$ cat src/rtl/ser_lane_pkg.sv
package ser_lane_pkg;
  typedef enum logic {EDGE_RISE = 1'b0, EDGE_FALL = 1'b1} edge_e;
endpackage

$ cat src/rtl/ser_half_pick.sv
module ser_half_pick #(
  parameter int WORD_W = 7,
  parameter int HALF_W = (WORD_W + 1) / 2
) (
  input  logic [WORD_W-1:0] word_i,
  input  logic              odd_i,
  output logic [HALF_W-1:0] half_o
);
  for (genvar i = 0; i < HALF_W; i++) begin : g_bit
    localparam int EV = 2 * i;
    localparam int OD = 2 * i + 1;
    if (OD < WORD_W) begin : g_pair
      assign half_o[i] = odd_i ? word_i[OD] : word_i[EV];
    end else begin : g_tail
      // odd half is one bit short: pad top slot with zero
      assign half_o[i] = odd_i ? 1'b0 : word_i[EV];
    end
  end
endmodule

$ cat src/rtl/ser_shift_half.sv
module ser_shift_half #(
  parameter int                  HALF_W = 4,
  parameter ser_lane_pkg::edge_e EDGE   = ser_lane_pkg::EDGE_RISE
) (
  input  logic              clk_i,
  input  logic              rst_ni,
  input  logic              load_i,
  input  logic [HALF_W-1:0] data_i,
  output logic              bit_o,
  output logic              nxt_o
);
  logic [HALF_W-1:0] q_q, q_d;

  always_comb q_d = load_i ? data_i : {1'b0, q_q[HALF_W-1:1]};

  if (EDGE == ser_lane_pkg::EDGE_RISE) begin : g_rise
    always_ff @(posedge clk_i or negedge rst_ni) begin
      if (!rst_ni) q_q <= '0;
      else         q_q <= q_d;
    end
  end else begin : g_fall
    always_ff @(negedge clk_i or negedge rst_ni) begin
      if (!rst_ni) q_q <= '0;
      else         q_q <= q_d;
    end
  end

  assign bit_o = q_q[0];
  assign nxt_o = q_q[1];
endmodule

$ cat src/rtl/dual_edge_ser_lane.sv
module dual_edge_ser_lane #(
  parameter int WORD_W = 7
) (
  input  logic              clk_i,
  input  logic              rst_ni,
  input  logic [WORD_W-1:0] word_i,
  input  logic              sel_odd_i,
  input  logic              load_rise_i,
  input  logic              preload_fall_i,
  output logic              bit_rise_o,
  output logic              bit_fall_o
);
  localparam int HALF_W = (WORD_W + 1) / 2;

  logic              load_fall_q;
  logic [HALF_W-1:0] rise_half, fall_half;
  logic              rise_nxt, fall_nxt;

  // early strobe retimed so it is stable a full cycle before use
  always_ff @(negedge clk_i or negedge rst_ni) begin
    if (!rst_ni) load_fall_q <= 1'b0;
    else         load_fall_q <= preload_fall_i;
  end

  ser_half_pick #(.WORD_W(WORD_W), .HALF_W(HALF_W)) u_pick_rise (
    .word_i (word_i),
    .odd_i  (sel_odd_i),
    .half_o (rise_half)
  );

  ser_half_pick #(.WORD_W(WORD_W), .HALF_W(HALF_W)) u_pick_fall (
    .word_i (word_i),
    .odd_i  (~sel_odd_i),
    .half_o (fall_half)
  );

  ser_shift_half #(.HALF_W(HALF_W), .EDGE(ser_lane_pkg::EDGE_RISE)) u_sh_rise (
    .clk_i  (clk_i),
    .rst_ni (rst_ni),
    .load_i (load_rise_i),
    .data_i (rise_half),
    .bit_o  (bit_rise_o),
    .nxt_o  (rise_nxt)
  );

  ser_shift_half #(.HALF_W(HALF_W), .EDGE(ser_lane_pkg::EDGE_FALL)) u_sh_fall (
    .clk_i  (clk_i),
    .rst_ni (rst_ni),
    .load_i (load_fall_q),
    .data_i (fall_half),
    .bit_o  (bit_fall_o),
    .nxt_o  (fall_nxt)
  );
endmodule

$ cat config.mk
export PLATFORM = sky130hd
export DESIGN_NAME = dual_edge_ser_lane
export DESIGN_NICKNAME = d
export VERILOG_FILES = /design/src/rtl/ser_lane_pkg.sv /design/src/rtl/ser_half_pick.sv /design/src/rtl/ser_shift_half.sv /design/src/rtl/dual_edge_ser_lane.sv
export SDC_FILE = /design/constraint.sdc
export NUM_CORES = 1
export LEC_CHECK = 0
export BUFFER_PORTS_ARGS = -buffer_cell sky130_fd_sc_hd__buf_2
export CAP_MARGIN = 40
export CELL_PAD_IN_SITES_DETAIL_PLACEMENT = 1
export CELL_PAD_IN_SITES_GLOBAL_PLACEMENT = 1
export CORE_AREA = 2 2 39 41
export DETAILED_ROUTE_END_ITERATION = 6
export DIE_AREA = 0 0 41 43
export GPL_TIMING_DRIVEN = 0
export PLACE_DENSITY_LB_ADDON = 0.1
export REMOVE_ABC_BUFFERS = 1
export SYNTH_ARGS = -nofsm -noshare
export SYNTH_HDL_FRONTEND = slang
export SYNTH_SLANG_ARGS = --single-unit
$ cat constraint.sdc
create_clock -name clk_i -period 2.1 [get_ports clk_i]
set_clock_uncertainty 0.15 [all_clocks]
set_input_delay 0.105 -clock clk_i [delete_from_list [all_inputs] [get_ports clk_i]]
set_output_delay 0.105 -clock clk_i [all_outputs]
set_load 0.05 [all_outputs]
After elaboration in Yosys (flattened, before gate mapping)
Index checks and enable logic that the tools add are counted.

Multiplexer cells: 10.

Operator list (count): two-way mux 1 bit (8); two-way mux 4 bit (2).

Output and inout bits: 2. Input port bits: 12. Register bits: 9. Word-level logic and storage cells: 13.

Logic depth before layout (Yosys ltp)
Gate-level depths: netlist (run 1).

Depth after elaboration: 2. Depth in mapped cells: 3. Gate-level depth less buffers: 2.

By module
From an unflattened synthesis (run 1), not the netlist that was laid out.

Cell total of the unflattened synthesis: 26. Area, all modules: 396.6 um^2.

Modules (own cells, without submodules): ser_shift_half (area an instance 141.4 um^2, instances 2, cells each 8); ser_half_pick (area an instance 42.5 um^2, instances 2, cells each 4); dual_edge_ser_lane (area an instance 28.8 um^2, instances 1, cells each 2).

==> flow_summary.toml, run 1 <==
[worst_setup_path]
r2r-start = "load_fall_q$_DFF_NN0_"
rr_worst_depth = 1
max_stage_delay_ns = 0.41
r2r_end = "u_sh_fall.q_q[3]$_DFF_NN0_"
cp_data_required_time_ns = 1.85
crit_buf_inv = 1
worstSetupStartpointType = "flop"
timing.reg2reg.setup_slack_ns = 1.17
crit_family = "flip-flops"
crit_arrival_ns = 1.88
critPathMaxFanout = 1
slowest_stage = "dfrtn_1"
path_cells = "buf_6"
end_kind = "output port"
path_class = "flop to output port"

[clock_network]
htreeDepth = 1
clock_latency_ns = 0.26
cts-root-buf = "clkbuf_4"
cts_tree = "done"
clk_pin_slew_worst_paths_ns = 0.06
cts_buffers = 3
cts_num_sinks = 9
clk_path_buf_depth = 2
post_cts_buffers = 0

[sta]
max_slew_margin_pct = 83.6
final.setup.tns_ns = -0.0374
setup_slack_ns = -0.0374
worst_pin_slew_ns = 0.248
setup_violations = 1
rsz0062_at_grt = "true"
timing.hold.ws_ns = 0.0192
hold_violations = 0
drv_slew = 0

[logic_synthesis]
synth_seq_cells = 9
synth_top_area_share_pct = 34.4
synthTopCellsByArea = "dfrtn_1 (34%), dfrtp_1 (27%), mux2i_1 (16%)"
synth_cell_types = 8
yosysSeqAreaShare_pct = 61.9
synth_largest_area_cell = "dfrtn_1"
syn-cell-area_um2 = 364
syn_area_per_cell_um2 = 11.7
syn_inst = 31
yosysWarnings = 0

[finish]
syn2layout_area_growth_pct = 40.2
finalNetCount = 64
final_common_cell = "buf_2"
fill_cells = 174
final_cell_mix = "buf_2 (12), nor2_1 (7), mux2i_1 (6), a21oi_1 (6), dfrtn_1 (5)"
insertedDiodeCount = 0
drive_gt1_share_pct = 33.3

[min_path]
hold_start = "sel_odd_i"
hold_end = "u_sh_rise.q_q[3]$_DFF_PN0_"
holdPathStages = 2
min_path_type = "input port to flop"

[pwr]
leakage_nw = 0.257
peakVddDrop_mv = 0.360
power_density_nw_per_um2 = 755
finalPower_uw = 385

[floorplanning]
io_pins = 14
row_count = 14
start_util_pct = 26.3
die_x_um = 41
die_h_um = 43
die-area_um2 = 1760
core_area_um2 = 1380

[global_route]
grtUsageTotal_pct = 11.1
grt_pass1_wl_mm = 1.19
grt_max_degree = 10
gr-total-overflow = 0
grt_pass1_vias = 296
antenna_found_initial = 0

[drt]
ant_nets = 0
vias_per_cell = 4.45
remaining_drc_errors = 0
drtPass1Iterations = 1
post_drt_wl_per_cell_um = 10.5
first_iter_violations = 0
finalWirelength_um = 701
vias = 298

[placed_design]
place_congestion = 0.624
preCtsSetupSlack_ns = 0.108
numPortBuffers = 13

[status]
status = "complete, but fails checks"
violations = "setup timing"

[run]
drv_cap = 0
==> how the worst max path moves through the flow <==
stage / startpoint / to / slack (ns) / cells past startpoint
floorplan: u_sh_fall.q_q[0]$_DFF_NN0_ / bit_fall_o / 0.14 / 0
global placement: sel_odd_i / u_sh_fall.q_q[1]$_DFF_NN0_ / 0.12 / 3
detailed placement: sel_odd_i / u_sh_fall.q_q[1]$_DFF_NN0_ / 0.11 / 3
CTS: u_sh_fall.q_q[0]$_DFF_NN0_ / bit_fall_o / -0.05 / 1
global route: u_sh_fall.q_q[0]$_DFF_NN0_ / bit_fall_o / -0.07 / 1
finish: u_sh_fall.q_q[0]$_DFF_NN0_ / bit_fall_o / -0.04 / 1
==> cells by family after synthesis <==
| family | after synthesis | share of synthesized area, % |
|---|---|---|
| DFF | 9 | 61.9 |
| and+or+nand+nor | 9 | 10.3 |
| AOI/OAI and AO/OA | 6 | 8.25 |
| muxes | 6 | 16.5 |
| buffers and inverters | 1 | 3.09 |
==> state kept, by name, summed over array words and instances, names as in the netlist <==
register,flops
load_fall_q,1
u_sh_fall.q_q,4
u_sh_rise.q_q,4
==> Yosys cell counts <==
cell type and n:
a21oi_1 6, dfrtn_1 5, nand2_1 1, mux2i_1 6
buf_6 1, nor2_1 7, and3_2 1, dfrtp_1 4
==> stage by stage <==
step           instances  util, %  area [µm²]
2_1_floorplan         30        -         353
3_3_place_gp          59     31.6         438
3_5_place_dp          59     31.6         438
4_1_cts               67     36.9         510
5_1_grt               67     36.9         510
6_report              67     36.9         510
==> power breakdown <==
part / switching (mW) / internal (mW)
logic: 0.0362 / 0.0283
clock network: 0.0549 / 0.0729
registers: 0.00530 / 0.188
total: 0.0964 / 0.289
==> metal layers <==
layer | global-route usage (%) | routed length (µm)
met5 | 0 | 0
met4 | 8.00 | 0
met3 | 4.71 | 68
met2 | 15.3 | 334
met1 | 13.1 | 297
==> layout make-up <==
class	instances	area (µm²)	area share, %
clock buffers	4	26.3	5.15
multi-input cells	21	128	25.0
flip-flops and latches	9	225	44.1
well taps	16	20.0	3.92
repair buffers	17	111	21.8
==> timing repair <==
| item | 4_1_cts | 5_1_grt |
|---|---|---|
| resized for setup | 2 | 0 |
| hold buffers | 4 | 0 |
| endpoints found under the hold margin | 8 | 0 |
| endpoints found under the setup margin | 1 | 1 |
No activity file was read; power rests on OpenSTA's default activity.
==> inputs of run 2 (changes only) <==
Settings changed: REMOVE_ABC_BUFFERS 1 to default.
==> run 2 against run 1 <==
  * The flow still finishes with violations (setup timing)
  * Clock-buffer cell count stayed put
  * Total power up 0.30%
  * Register-to-register slack barely moved
  * Cell count unchanged
  * Design area is 1.2% higher
  * Global-route usage shrank 0.20 points
  * Via count fell by 0.67%
  * Non-clock buffer count stayed put
  * Worst hold slack better by 0.0050 ns
  * Core utilization grew 0.45 points
  * Sequential power is essentially flat
  * Critical endpoint unchanged
  * Largest cell class unchanged
==> flow_summary.toml, run 2 (synthesized netlist as in run 1, its figures left out) <==
[run]
drv_cap = 0

[clock_network]
cts-root-buf = "clkbuf_4"
clock_latency_ns = 0.26
clk_path_buf_depth = 2
htreeDepth = 1
cts_num_sinks = 9
cts_buffers = 3
clk_pin_slew_worst_paths_ns = 0.06
post_cts_buffers = 0
cts_tree = "done"

[pwr]
pwr-share-seq_pct = 49.9
switchingPower_uw = 96.6
finalPower_uw = 387
leakage_nw = 0.262
peakVddDrop_mv = 0.243
power_switching_share_pct = 25.0
power.share.clock_pct = 33.1
combPwrFrac_pct = 16.9
power_density_nw_per_um2 = 748
p_int_uw = 290

[drt]
vias = 296
remaining_drc_errors = 0
ant_nets = 0
finalWirelength_um = 718
vias_per_cell = 4.42
post_drt_wl_per_cell_um = 10.7
drtPass1Iterations = 2
first_iter_violations = 2

[sta]
setup_violations = 1
setup_slack_ns = -0.0291
max_slew_margin_pct = 83.6
final.setup.tns_ns = -0.0291
timing.hold.ws_ns = 0.0243
worst_pin_slew_ns = 0.248
drv_slew = 0
hold_violations = 0
rsz0062_at_grt = "true"

[finish]
final_cell_mix = "buf_2 (11), nor2_1 (7), mux2i_1 (6), a21oi_1 (6), dfrtn_1 (5)"
syn2layout_area_growth_pct = 41.9
insertedDiodeCount = 0
fin_util_pct = 37.3
postLayoutCellArea_um2 = 517
instances_no_fill = 67
finalNetCount = 64
final_common_cell = "buf_2"
drive_gt1_share_pct = 33.3
fill_cells = 164
top_regs = "u_sh_fall.q_q: 4 flops, u_sh_rise.q_q: 4 flops, load_fall_q: 1 flops"

[placed_design]
numPortBuffers = 12
place_area_um2 = 444
preCtsSetupSlack_ns = 0.183
place_congestion = 0.624
dp_cells = 59

[min_path]
min_path_type = "input port to flop"

[worst_setup_path]
path_cells = "buf_6"
crit_family = "flip-flops"
slowest_stage = "dfrtn_1"
max_stage_delay_ns = 0.41
critPathMaxFanout = 1
crit_buf_inv = 1
end_kind = "output port"
worstSetupStartpointType = "flop"
cp_data_required_time_ns = 1.85
path_class = "flop to output port"
crit_arrival_ns = 1.87

[floorplanning]
core_area_um2 = 1380
start_util_pct = 26.3
die-area_um2 = 1760
io_pins = 14
row_count = 14
die_x_um = 41
die_h_um = 43

[logic_synthesis]
syn-num-nets = 43

[global_route]
grt_max_degree = 10
grtUsageTotal_pct = 10.9
grt_pass1_wl_mm = 1.23
grt_pass1_vias = 309
gr-total-overflow = 0
antenna_found_initial = 0

[status]
violations = "setup timing"
status = "complete, but fails checks"
[run 2: area by class of cell]
| type | instances | area (µm²) | area share [%] |
|---|---|---|---|
| sequential | 9 | 225 | 43.6 |
| tap | 16 | 20.0 | 3.87 |
| clock buffer | 4 | 26.3 | 5.08 |
| buffer | 1 | 11.3 | 2.18 |
| timing repair buffer | 16 | 106 | 20.6 |
| multi-input combinational | 21 | 128 | 24.7 |
[run 2: timing repair]
action | in CTS | in global routing
hold endpoints to repair | 8 | 0
cloned | 0 | 0
endpoints found under the setup margin | 1 | 1
hold buffers | 4 | 0
resized for setup | 2 | 0
[run 2: worst paths after layout]
check / start / slack [ns] / endpoint / cells past startpoint
max reg2reg: load_fall_q$_DFF_NN0_ / 1.17 / u_sh_fall.q_q[3]$_DFF_NN0_ / 1
max: u_sh_fall.q_q[0]$_DFF_NN0_ / -0.03 / bit_fall_o / 1
min in group asynchronous: rst_ni / 0.09 / u_sh_rise.q_q[1]$_DFF_PN0_ / 2
min: word_i[4] / 0.02 / u_sh_rise.q_q[2]$_DFF_PN0_ / 3
min reg2reg: u_sh_fall.q_q[2]$_DFF_NN0_ / 0.30 / u_sh_fall.q_q[1]$_DFF_NN0_ / 2
max in group asynchronous: rst_ni / 0.57 / u_sh_fall.q_q[0]$_DFF_NN0_ / 2
[run 2: power groups by stage]
stage	sequential [mW]	clock (mW)	combinational, mW
after floorplan	0.209	0	0.0211
after global placement	0.195	0	0.0572
after detailed placement	0.196	0	0.0590
after CTS	0.193	0.136	0.0672
after global routing	0.195	0.147	0.0724
final	0.193	0.128	0.0655
[run 2: layer usage]
layer / track usage [%] / up-vias / share of wire (%)
li1: - / 147 / -
met1: 14.8 / 134 / 46
met2: 14.1 / 13 / 43
met3: 3.14 / 2 / 10
met4: 8.00 / 0 / 0.84
met5: 0 / - / 0
==> inputs of run 3 (changes only) <==
Settings changed: ABC_AREA from default to 1, PLACE_DENSITY from default to 0.7, PLACE_DENSITY_LB_ADDON 0.1 to default.
==> run 3 against run 2 <==
  * The run still ends with setup timing left
  * Design area is 11% higher
  * Wire length grew 22%
  * Combinational power increased by 11%
  * Register-to-register slack worse by 0.06 ns
  * Core utilization increased by 4.0 points
  * Clock power barely moved
  * Non-clock buffer count increased by 1
  * Worst setup slack improved by 0.00094 ns
  * Sequential share of layout area fell by 4.2 points
  * Largest power group unchanged
  * Clock-buffer cell count is the same
  * Critical path type unchanged
  * Sequential power hardly changed
  * Via count is 28% higher
==> flow_summary.toml, run 3 <==
[floorplanning]
die-area_um2 = 1760
io_pins = 14
die_x_um = 41
die_h_um = 43
core_area_um2 = 1380
start_util_pct = 29.6
row_count = 14

[worst_setup_path]
crit_buf_inv = 1
cp_data_required_time_ns = 1.85
timing.reg2reg.setup_slack_ns = 1.11
r2r_end = "u_sh_fall.q_q[2]$_DFF_NN0_"
crit_family = "flip-flops"
max_stage_delay_ns = 0.40
end_kind = "output port"
path_cells = "buf_6"
path_class = "flop to output port"
rr_worst_depth = 3
crit_path_start = "u_sh_fall.q_q[0]$_DFF_NN0_"
slowest_stage = "dfrtn_1"
critPathMaxFanout = 1
worstSetupStartpointType = "flop"
crit_arrival_ns = 1.87
r2r-start = "load_fall_q$_DFF_NN0_"

[sta]
setup_violations = 1
max_slew_margin_pct = 83.6
drv_slew = 0
final.setup.tns_ns = -0.0282
worst_pin_slew_ns = 0.248
rsz0062_at_grt = "true"
setup_slack_ns = -0.0282
hold_violations = 0

[logic_synthesis]
synth_ff_type = "dfrtn_1"
synth_edf_count = 0
synth_cell_types = 9
syn-num-nets = 64
yosysMostFrequentCell = "nand2_1"
syn_area_per_cell_um2 = 7.87
async_flop_share_pct = 100
yosysSeqAreaShare_pct = 55.0
syn-cell-area_um2 = 409
syn_inst = 52
synth_top_area_share_pct = 30.6
synthTopCellsByArea = "dfrtn_1 (31%), dfrtp_1 (24%), nand2_1 (22%)"
synth_largest_area_cell = "dfrtn_1"
ys_top_cells_by_count = "nand2_1 (24), inv_1 (9), nand3_1 (6)"
synth_seq_cells = 9
yosysWarnings = 0

[placed_design]
dp_hpwl_um = 692
numPortBuffers = 12
place_congestion = 0.670

[status]
status = "complete, but fails checks"
violations = "setup timing"

[drt]
vias_per_cell = 4.26
finalWirelength_um = 878
first_iter_violations = 2
ant_nets = 0
drtPass1Iterations = 2
vias = 379
remaining_drc_errors = 0
post_drt_wl_per_cell_um = 9.87

[min_path]
hold_end = "u_sh_rise.q_q[0]$_DFF_PN0_"
holdPathStages = 4
min_path_type = "input port to flop"
hold_start = "sel_odd_i"

[finish]
top_regs = "u_sh_fall.q_q: 4 flops, u_sh_rise.q_q: 4 flops, load_fall_q: 1 flops"
fin_util_pct = 41.3
syn2layout_area_growth_pct = 39.8
finalNetCount = 86
insertedDiodeCount = 0
final_common_cell = "nand2_1"
drive_gt1_share_pct = 24.7
final_cell_mix = "nand2_1 (24), buf_2 (11), inv_1 (9)"

[run]
drv_cap = 0

[pwr]
peakVddDrop_mv = 0.310
power_density_nw_per_um2 = 691
leakage_nw = 0.335

[clock_network]
clk_path_buf_depth = 2
cts_tree = "done"
htreeDepth = 1
clock_latency_ns = 0.27
cts_buffers = 3
post_cts_buffers = 0
clk_pin_slew_worst_paths_ns = 0.05
cts-root-buf = "clkbuf_4"
cts_num_sinks = 9

[global_route]
grt_pass1_wl_mm = 1.60
antenna_found_initial = 0
grt_pass1_vias = 397
gr-total-overflow = 0
grt_max_degree = 10
grtUsageTotal_pct = 14.2
==> run 3: layout make-up <==
| type | instances | area, µm² |
|---|---|---|
| inverters | 10 | 37.5 |
| well taps | 16 | 20.0 |
| flip-flops and latches | 9 | 225 |
| repair buffers | 17 | 116 |
| clock buffers | 4 | 26.3 |
| multi-input cells | 32 | 135 |
| plain buffers | 1 | 11.3 |
| fillers | 167 | 812 |
==> run 3: report_power, final <==
group / internal (mW) / total [mW] / switching (mW)
clock: 0.0730 / 0.130 / 0.0569
combinational: 0.0299 / 0.0727 / 0.0428
sequential: 0.188 / 0.192 / 0.00473
total: 0.291 / 0.395 / 0.104
==> run 3: metal layers <==
| layer | share of wire, % | up-vias | track usage, % |
|---|---|---|---|
| met5 | 0 | - | 0 |
| met1 | 39 | 176 | 14.9 |
| li1 | - | 194 | - |
| met4 | 1.4 | 0 | 8.00 |
| met2 | 55 | 7 | 21.3 |
| met3 | 4.6 | 2 | 7.85 |
==> run 3: how the worst max path moves through the flow <==
stage            endpoint  slack [ns]  cells after the start
6_report       bit_fall_o       -0.03                      1
4_1_cts        bit_fall_o       -0.04                      1
5_1_grt        bit_fall_o       -0.08                      1
2_1_floorplan  bit_fall_o        0.14                      0
3_5_place_dp   bit_fall_o        0.18                      1
3_3_place_gp   bit_fall_o        0.18                      1
==> run 3: cells by family (layout without fill, tap and decap cells) <==
logic type             count (synthesis)  after routing  synth area share (%)
DFF                                    9              9                  55.0
and+or+nand+nor                       32             32                  33.0
buffers and inverters                 11             32                  11.9
==> run 3: repair_timing <==
| action | 4_1_cts | 5_1_grt |
|---|---|---|
| hold buffers | 5 | 0 |
| hold endpoints to repair | 8 | 0 |
| gates resized for setup | 2 | 0 |
| endpoints found under the setup margin | 1 | 1 |
==> run 3: per-stage QoR <==
stage	power [mW]	setup WS (ns)	area (µm²)	hold WS, ns	instances
2_1_floorplan	0.235	0.144	409	-0.341	52
3_5_place_dp	0.259	0.179	489	-0.178	80
3_3_place_gp	0.258	0.184	489	-0.185	80
5_1_grt	0.426	-0.0797	572	0.0373	89
4_1_cts	0.407	-0.0436	572	0.00714	89
6_report	0.395	-0.0282	572	0.0170	89
